## config.mk

```make
export PLATFORM = sky130hd
export DESIGN_NAME = nine_arm_pwm
export DESIGN_NICKNAME = d
export VERILOG_FILES = /design/src/rtl/na_pwm_pkg.sv /design/src/rtl/na_carrier_gen.sv /design/src/rtl/na_arm_cmp.sv /design/src/rtl/na_fault_latch.sv /design/src/rtl/nine_arm_pwm.sv
export SDC_FILE = /design/constraint.sdc
export NUM_CORES = 1
export LEC_CHECK = 0
export ABC_AREA = 1
export BUFFER_PORTS_ARGS = -buffer_cell sky130_fd_sc_hd__buf_2
export CAP_MARGIN = 20
export CORE_ASPECT_RATIO = 1.1
export CORE_MARGIN = 2
export CORE_UTILIZATION = 59
export CTS_CLUSTER_SIZE = 8
export DETAILED_ROUTE_END_ITERATION = 16
export HOLD_SLACK_MARGIN = 0.03
export PLACE_DENSITY = 0.8
export SETUP_SLACK_MARGIN = 0.4
export SYNTH_ARGS = -nofsm -noshare
export SYNTH_HDL_FRONTEND = slang
export SYNTH_SLANG_ARGS = --single-unit
```

## constraint.sdc

```tcl
create_clock -name clk_i -period 11.3 [get_ports clk_i]
set_input_delay 1.13 -clock clk_i [delete_from_list [all_inputs] [get_ports clk_i]]
set_output_delay 1.13 -clock clk_i [all_outputs]
set_load 0.02 [all_outputs]
```

## src/rtl/na_pwm_pkg.sv

```systemverilog
package na_pwm_pkg;

  // phase + offset, folded into one carrier period
  function automatic logic [31:0] wrap_add(logic [31:0] ph, logic [31:0] off,
                                           logic [31:0] per2);
    logic [31:0] s;
    s = ph + off;
    if (s >= per2) s = s - per2;
    return s;
  endfunction

  // triangle position -> signed carrier in [-half, +half]
  function automatic logic signed [31:0] fold_tri(logic [31:0] pos, logic [31:0] half);
    logic [31:0] t;
    t = (pos <= half) ? pos : ((half << 1) - pos);
    return $signed(t << 1) - $signed(half);
  endfunction

endpackage

```

## src/rtl/na_carrier_gen.sv

```systemverilog
module na_carrier_gen
  import na_pwm_pkg::*;
#(
  parameter int N_SM     = 4,
  parameter int HALF_W   = 15,
  parameter int DATA_W   = 16,
  parameter int DEF_HALF = 31250
) (
  input  logic                          clk_i,
  input  logic                          rst_ni,
  input  logic [HALF_W-1:0]             half_period_i,
  output logic [N_SM-1:0][DATA_W-1:0]   carrier_o,
  output logic                          peak_o
);
  localparam int PH_W = HALF_W + 1;
  localparam logic [HALF_W-1:0] MIN_HALF = HALF_W'(N_SM);
  localparam logic [HALF_W-1:0] RST_HALF = HALF_W'(DEF_HALF);

  logic [HALF_W-1:0] half_q, half_nxt;
  logic [PH_W-1:0]   ph_q, per2;
  logic              wrap;

  assign per2     = {half_q, 1'b0};
  assign wrap     = (ph_q == per2 - PH_W'(1));
  assign half_nxt = (half_period_i < MIN_HALF) ? MIN_HALF : half_period_i;
  assign peak_o   = (ph_q == {1'b0, half_q});

  always_ff @(posedge clk_i or negedge rst_ni) begin
    if (!rst_ni) begin
      ph_q   <= '0;
      half_q <= RST_HALF;
    end else if (wrap) begin
      ph_q   <= '0;
      half_q <= half_nxt;
    end else begin
      ph_q   <= ph_q + PH_W'(1);
    end
  end

  for (genvar i = 0; i < N_SM; i++) begin : g_car
    logic [31:0]        off, pos;
    logic signed [31:0] val;
    always_comb begin
      off = (32'(per2) * 32'(i)) / 32'(N_SM);
      pos = wrap_add(32'(ph_q), off, 32'(per2));
      val = fold_tri(pos, 32'(half_q));
    end
    assign carrier_o[i] = DATA_W'(val);

    AST_CARRIER_SPAN: assert property (@(posedge clk_i) disable iff (!rst_ni)
      (int'($signed(carrier_o[i])) <= int'(half_q)) &&
      (int'($signed(carrier_o[i])) >= -int'(half_q)));
  end

  AST_PHASE_RANGE: assert property (@(posedge clk_i) disable iff (!rst_ni)
    ph_q < per2);
  AST_HALF_MIN: assert property (@(posedge clk_i) disable iff (!rst_ni)
    half_q >= MIN_HALF);
  AST_PHASE_STEP: assert property (@(posedge clk_i) disable iff (!rst_ni)
    !wrap |=> ph_q == $past(ph_q) + PH_W'(1));

endmodule

```

## src/rtl/na_arm_cmp.sv

```systemverilog
module na_arm_cmp #(
  parameter int DATA_W = 16
) (
  input  logic [DATA_W-1:0] carrier_i,
  input  logic [DATA_W-1:0] ref_up_i,
  input  logic [DATA_W-1:0] ref_lo_i,
  input  logic              enable_i,
  output logic              up_o,
  output logic              lo_o,
  output logic              mid_o
);
  logic up_raw, lo_raw;

  always_comb begin
    up_raw = $signed(ref_up_i) > $signed(carrier_i);
    lo_raw = $signed(ref_lo_i) < $signed(carrier_i);
    up_o   = enable_i & up_raw;
    lo_o   = enable_i & lo_raw;
    mid_o  = enable_i & (up_raw ^ lo_raw);
  end

endmodule

```

## src/rtl/na_fault_latch.sv

```systemverilog
module na_fault_latch #(
  parameter int CUR_W = 16
) (
  input  logic             clk_i,
  input  logic             rst_ni,
  input  logic [CUR_W-1:0] cur_i,
  input  logic [CUR_W-1:0] thresh_i,
  input  logic             clear_i,
  output logic             fault_o
);
  logic over;
  assign over = cur_i > thresh_i;

  always_ff @(posedge clk_i or negedge rst_ni) begin
    if (!rst_ni)                fault_o <= 1'b0;
    else if (over)              fault_o <= 1'b1;
    else if (clear_i)           fault_o <= 1'b0;
  end

  AST_FAULT_SET: assert property (@(posedge clk_i) disable iff (!rst_ni)
    over |=> fault_o);
  AST_FAULT_HOLD: assert property (@(posedge clk_i) disable iff (!rst_ni)
    fault_o && !clear_i |=> fault_o);
  AST_FAULT_RELEASE: assert property (@(posedge clk_i) disable iff (!rst_ni)
    fault_o && clear_i && !over |=> !fault_o);

endmodule

```

## src/rtl/nine_arm_pwm.sv

```systemverilog
module nine_arm_pwm #(
  parameter int N_SM     = 4,
  parameter int HALF_W   = 15,
  parameter int DATA_W   = 16,
  parameter int CUR_W    = 16,
  parameter int DEF_HALF = 31250
) (
  input  logic              clk_i,
  input  logic              rst_ni,
  input  logic [HALF_W-1:0] half_period_i,
  input  logic [DATA_W-1:0] ref_up_i,
  input  logic [DATA_W-1:0] ref_lo_i,
  input  logic [CUR_W-1:0]  cur_i,
  input  logic [CUR_W-1:0]  cur_thresh_i,
  input  logic              fault_clear_i,
  output logic [N_SM-1:0]   gate_up_o,
  output logic [N_SM-1:0]   gate_mid_o,
  output logic [N_SM-1:0]   gate_lo_o,
  output logic              fault_o,
  output logic              order_err_o
);
  logic [N_SM-1:0][DATA_W-1:0] carrier;
  logic                        peak;
  logic [DATA_W-1:0]           ref_up_q, ref_lo_q;
  logic                        armed_q, enable;

  na_carrier_gen #(
    .N_SM(N_SM), .HALF_W(HALF_W), .DATA_W(DATA_W), .DEF_HALF(DEF_HALF)
  ) u_car (
    .clk_i(clk_i), .rst_ni(rst_ni), .half_period_i(half_period_i),
    .carrier_o(carrier), .peak_o(peak)
  );

  na_fault_latch #(.CUR_W(CUR_W)) u_flt (
    .clk_i(clk_i), .rst_ni(rst_ni), .cur_i(cur_i), .thresh_i(cur_thresh_i),
    .clear_i(fault_clear_i), .fault_o(fault_o)
  );

  // references move only at carrier-0 peak
  always_ff @(posedge clk_i or negedge rst_ni) begin
    if (!rst_ni) begin
      ref_up_q <= '0;
      ref_lo_q <= '0;
      armed_q  <= 1'b0;
    end else if (peak) begin
      ref_up_q <= ref_up_i;
      ref_lo_q <= ref_lo_i;
      armed_q  <= 1'b1;
    end
  end

  assign enable      = armed_q & ~fault_o;
  assign order_err_o = $signed(ref_up_q) < $signed(ref_lo_q);

  for (genvar i = 0; i < N_SM; i++) begin : g_arm
    na_arm_cmp #(.DATA_W(DATA_W)) u_cmp (
      .carrier_i(carrier[i]), .ref_up_i(ref_up_q), .ref_lo_i(ref_lo_q),
      .enable_i(enable), .up_o(gate_up_o[i]), .lo_o(gate_lo_o[i]),
      .mid_o(gate_mid_o[i])
    );
  end

  AST_REF_HOLD: assert property (@(posedge clk_i) disable iff (!rst_ni)
    !peak |=> $stable(ref_up_q) && $stable(ref_lo_q));
  AST_INHIBIT_OFF: assert property (@(posedge clk_i) disable iff (!rst_ni)
    fault_o |-> (gate_up_o == '0) && (gate_mid_o == '0) && (gate_lo_o == '0));
  AST_UNARMED_OFF: assert property (@(posedge clk_i) disable iff (!rst_ni)
    !armed_q |-> (gate_up_o == '0) && (gate_mid_o == '0) && (gate_lo_o == '0));

endmodule

```

==> metrics.log <==
[metrics] run status: finished with violations
[metrics] violated checks: setup timing
[metrics] # setup viols final: 1
[metrics] clk_lat worst skew: 0.35 ns
[metrics] register clock-pin slew on the reported worst setup and hold paths: 0.06 ns
[metrics] class of the worst hold path: reg -> reg
[metrics] PnR worst setup slack: -0.0575 ns
[metrics] overall die area: 0.0367 mm²
[metrics] post-synthesis cell area: 0.0208 mm²
[metrics] reg2reg start: u_car.half_q[1]
[metrics] maximum level of the CTS H-tree: 3
[metrics] DRT met1 WL: 28,900 µm
[metrics] maximum number of pins on one net before global-route repair: 66
[metrics] launching element type of the critical path: flop
[metrics] most used flip-flop cell after synthesis: sky130_fd_sc_hd__dfrtp_1
[metrics] number of antenna violations at the first check in global routing: 0
[metrics] Clock Path Buffers: 2
[metrics] fraction of final layout cells sized beyond drive strength 1: 16.2%
[metrics] count of unique library cells instantiated by Yosys: 64
[metrics] wire length of the first global-routing pass: 109,000 µm
[metrics] setup repair after global routing missed its margin: true
[metrics] Top Metal Used: met4
[metrics] leading cell types by count after synthesis: sky130_fd_sc_hd__nand2_1 (643), sky130_fd_sc_hd__ha_1 (453), sky130_fd_sc_hd__inv_1 (404), sky130_fd_sc_hd__a21oi_1 (320), sky130_fd_sc_hd__nor2_1 (186)
[metrics] largest clock skew in the final design: 0.0119 ns
[metrics] clock buffers created by TritonCTS: 9
[metrics] sequential element share of the synthesized area: 7.87%
[metrics] sinks on the clock net: 65
[metrics] post-synth net total: 3,629
[metrics] worst setup path category: reg -> out
[metrics] overflow left after global routing: 0
[metrics] half-perimeter wire length of the detailed placement result: 54,200 µm
[metrics] number of global-route vias before repair: 21,400
[metrics] Worst Hold Margin: 0.489 ns
[metrics] worst slack at placement: -0.0766 ns
[metrics] Total Routing Usage GR: 37.3%
[metrics] drt pass-1 iters: 9
[metrics] Hold Fails Final Rpt: 0
[metrics] beginning of the worst hold path: armed_q
[metrics] root buffer cell: sky130_fd_sc_hd__clkbuf_16
[metrics] area growth from synthesis to final layout: 14.4%
[metrics] largest cells by area after synthesis: sky130_fd_sc_hd__ha_1 (27%), sky130_fd_sc_hd__nand2_1 (12%), sky130_fd_sc_hd__a21oi_1 (7.7%)
[metrics] count of buffers from port buffering: 95
[metrics] Max VDD drop: 0.0000817 V
[metrics] delay of the slowest cell on the worst path: 0.62 ns
[metrics] register-to-register setup slack: 7.46 ns
[metrics] core box area: 0.0350 mm²
[metrics] worst flop-to-flop path endpoint: u_car.half_q[1]
[metrics] Required @ worst endpoint: 10.17 ns
[metrics] Worst Setup End Kind: output port
[metrics] width of the die: 183 µm
[metrics] share of synthesized registers carrying an async set or reset: 100%
[metrics] count of final max-slew check failures: 0
[metrics] wire per inst: 19.7 µm
[metrics] total cell area at the placement stage: 0.0219 mm²
[metrics] clock tree from TritonCTS: built
[metrics] placed cells: 3,625
[metrics] routed vias: 22,700
[metrics] total non-filler cell area in the finished layout: 0.0238 mm²
[metrics] Initial Util: 59.4%
[metrics] most area-hungry cell type in the Yosys netlist: sky130_fd_sc_hd__ha_1
[metrics] cell depth of the worst hold path: 2
[metrics] number of nets at the end of the flow: 3,820
[metrics] leakage power: 12.3 nW
[metrics] leading cell type by number of instances after synthesis: sky130_fd_sc_hd__nand2_1
[metrics] total power divided by cell area: 27.7 mW/mm²
[metrics] post-route clock period utilization: 101%
[metrics] average footprint of a synthesized cell: 6.74 µm²
[metrics] cell with the biggest individual delay on the critical path: sky130_fd_sc_hd__dfstp_2
[metrics] drc violations: 0
[metrics] met3 routed wirelength: 6120 µm
[metrics] transition time at the pin with the least slew margin: 0.873 ns
[metrics] achievable frequency: 0.0880 GHz
[metrics] number of warnings issued by yosys: 0
[metrics] CP Data Arrival Time: 10.23 ns
[metrics] Total Wirelength: 73,300 µm
[metrics] count of routing violations after the opening detailed-route iteration: 1,793
[metrics] met2 routed WL: 32,400 µm
[metrics] cell mode on critical path: sky130_fd_sc_hd__nand2_1
[metrics] non-filler instance count after layout: 3,721
[metrics] maximum fanout encountered on the critical timing path: 8
[metrics] min cycle time layout: 11.36 ns
[metrics] share of the synthesized area in the top cell type: 27.3%
[metrics] end of the worst hold path: armed_q
[metrics] number of vias per cell: 6.09
[metrics] Post-synth EDFFs: 0
[metrics] max capacitance violation total: 0
[metrics] count of mapped cells out of synthesis: 3,080
[metrics] reg2reg path depth: 17
[metrics] Max-Slew Margin vs Limit: 41.8%
[metrics] flops & latches, synth: 65
[metrics] number of placement rows: 72
[metrics] die span in y: 201 µm
[metrics] routability-driven placement congestion ratio: 1.00
[metrics] Antenna Violating Nets Remaining: 0
[metrics] io pins: 96
state kept, by name, indices dropped and copies added (netlist names):
signal	count
u_car.half_q	15
ref_up_q	16
u_car.ph_q	16
u_flt.fault_o	1
armed_q	1
ref_lo_q	16
stage by stage:
stage / TNS, ns / total power [mW] / util, %
after detailed placement: -0.0766 / 0.365 / 62.6
final: -0.0575 / 0.657 / 68.0
after floorplan: 0 / 0.316 / -
after global routing: -1.61 / 0.683 / 68.0
after global placement: 0 / 0.359 / 62.6
after CTS: 0 / 0.654 / 64.9
per-layer routing:
metal | vias up | global-route usage, %
met2 | 1064 | 61.1
met5 | - | 0
met1 | 10400 | 45.4
met4 | 0 | 23.5
met3 | 350 | 6.13
li1 | 10900 | -
layout by cell type (no fill, tap or decap), types with 42 or more instances in the layout:
cell / n
sky130_fd_sc_hd__a21oi_1: 301
sky130_fd_sc_hd__buf_2: 92
sky130_fd_sc_hd__buf_4: 115
sky130_fd_sc_hd__dfrtp_1: 56
sky130_fd_sc_hd__ha_1: 430
sky130_fd_sc_hd__inv_1: 397
sky130_fd_sc_hd__nand2_1: 615
sky130_fd_sc_hd__nand2_2: 42
sky130_fd_sc_hd__nand3_1: 125
sky130_fd_sc_hd__nand4_1: 42
sky130_fd_sc_hd__nor2_1: 175
sky130_fd_sc_hd__o21ai_0: 129
sky130_fd_sc_hd__o21ai_1: 60
sky130_fd_sc_hd__xnor2_1: 79
sky130_fd_sc_hd__xor2_1: 133
final cells by class:
type,count,area (µm²)
multi-input cells,2557,18100
repair buffers,221,1600
clock inverters,7,75.1
inverters,417,1580
fillers,2973,11200
flip-flops and latches,65,1640
diodes,1,2.50
well taps,444,556
clock buffers,9,225
timing repair:
action                                  4_1_cts  5_1_grt
hold buffers                                  0        0
pin swaps                                    22       72
endpoints found under the setup margin        3        9
buffers inserted                             24       47
resized for setup                            52      145
gates cloned                                  1        7
report_power, final:
group,switching [mW],internal [mW]
Clock,0.117,0.173
Combinational,0.0586,0.0490
Sequential,0.0211,0.239
Total,0.196,0.461
logic make-up after synthesis:
logic type	count (synthesis)	share of synthesized area [%]
compound gates	700	19.7
mux	32	1.73
xor+xnor	213	8.98
simple gates	1142	24.0
buf+inv	461	9.09
flops	65	7.87
fa+ha+maj	467	28.6
critical path, delay by kind of cell, from the launching register on:
kind                       cells  cell delay, ns
xor gates and xnor gates       3            0.52
adders and majority gates      7            2.02
AOI/OAI and AO/OA             20            2.52
buffers and inverters          7            0.85
DFF                            1            0.62
and+or+nand+nor               33            3.33
worst max-delay path by stage:
| stage | endpoint | start |
|---|---|---|
| 6_report | gate_mid_o[3] | u_car.half_q[1] |
| 5_1_grt | gate_mid_o[3] | u_car.half_q[1] |
| 4_1_cts | gate_mid_o[3] | u_car.half_q[1] |
| 3_5_place_dp | gate_mid_o[3] | u_car.half_q[1] |
| 3_3_place_gp | gate_mid_o[3] | u_car.half_q[1] |
| 2_1_floorplan | gate_mid_o[3] | u_car.half_q[1] |
Note: power is estimated with default switching activity, not from simulation.
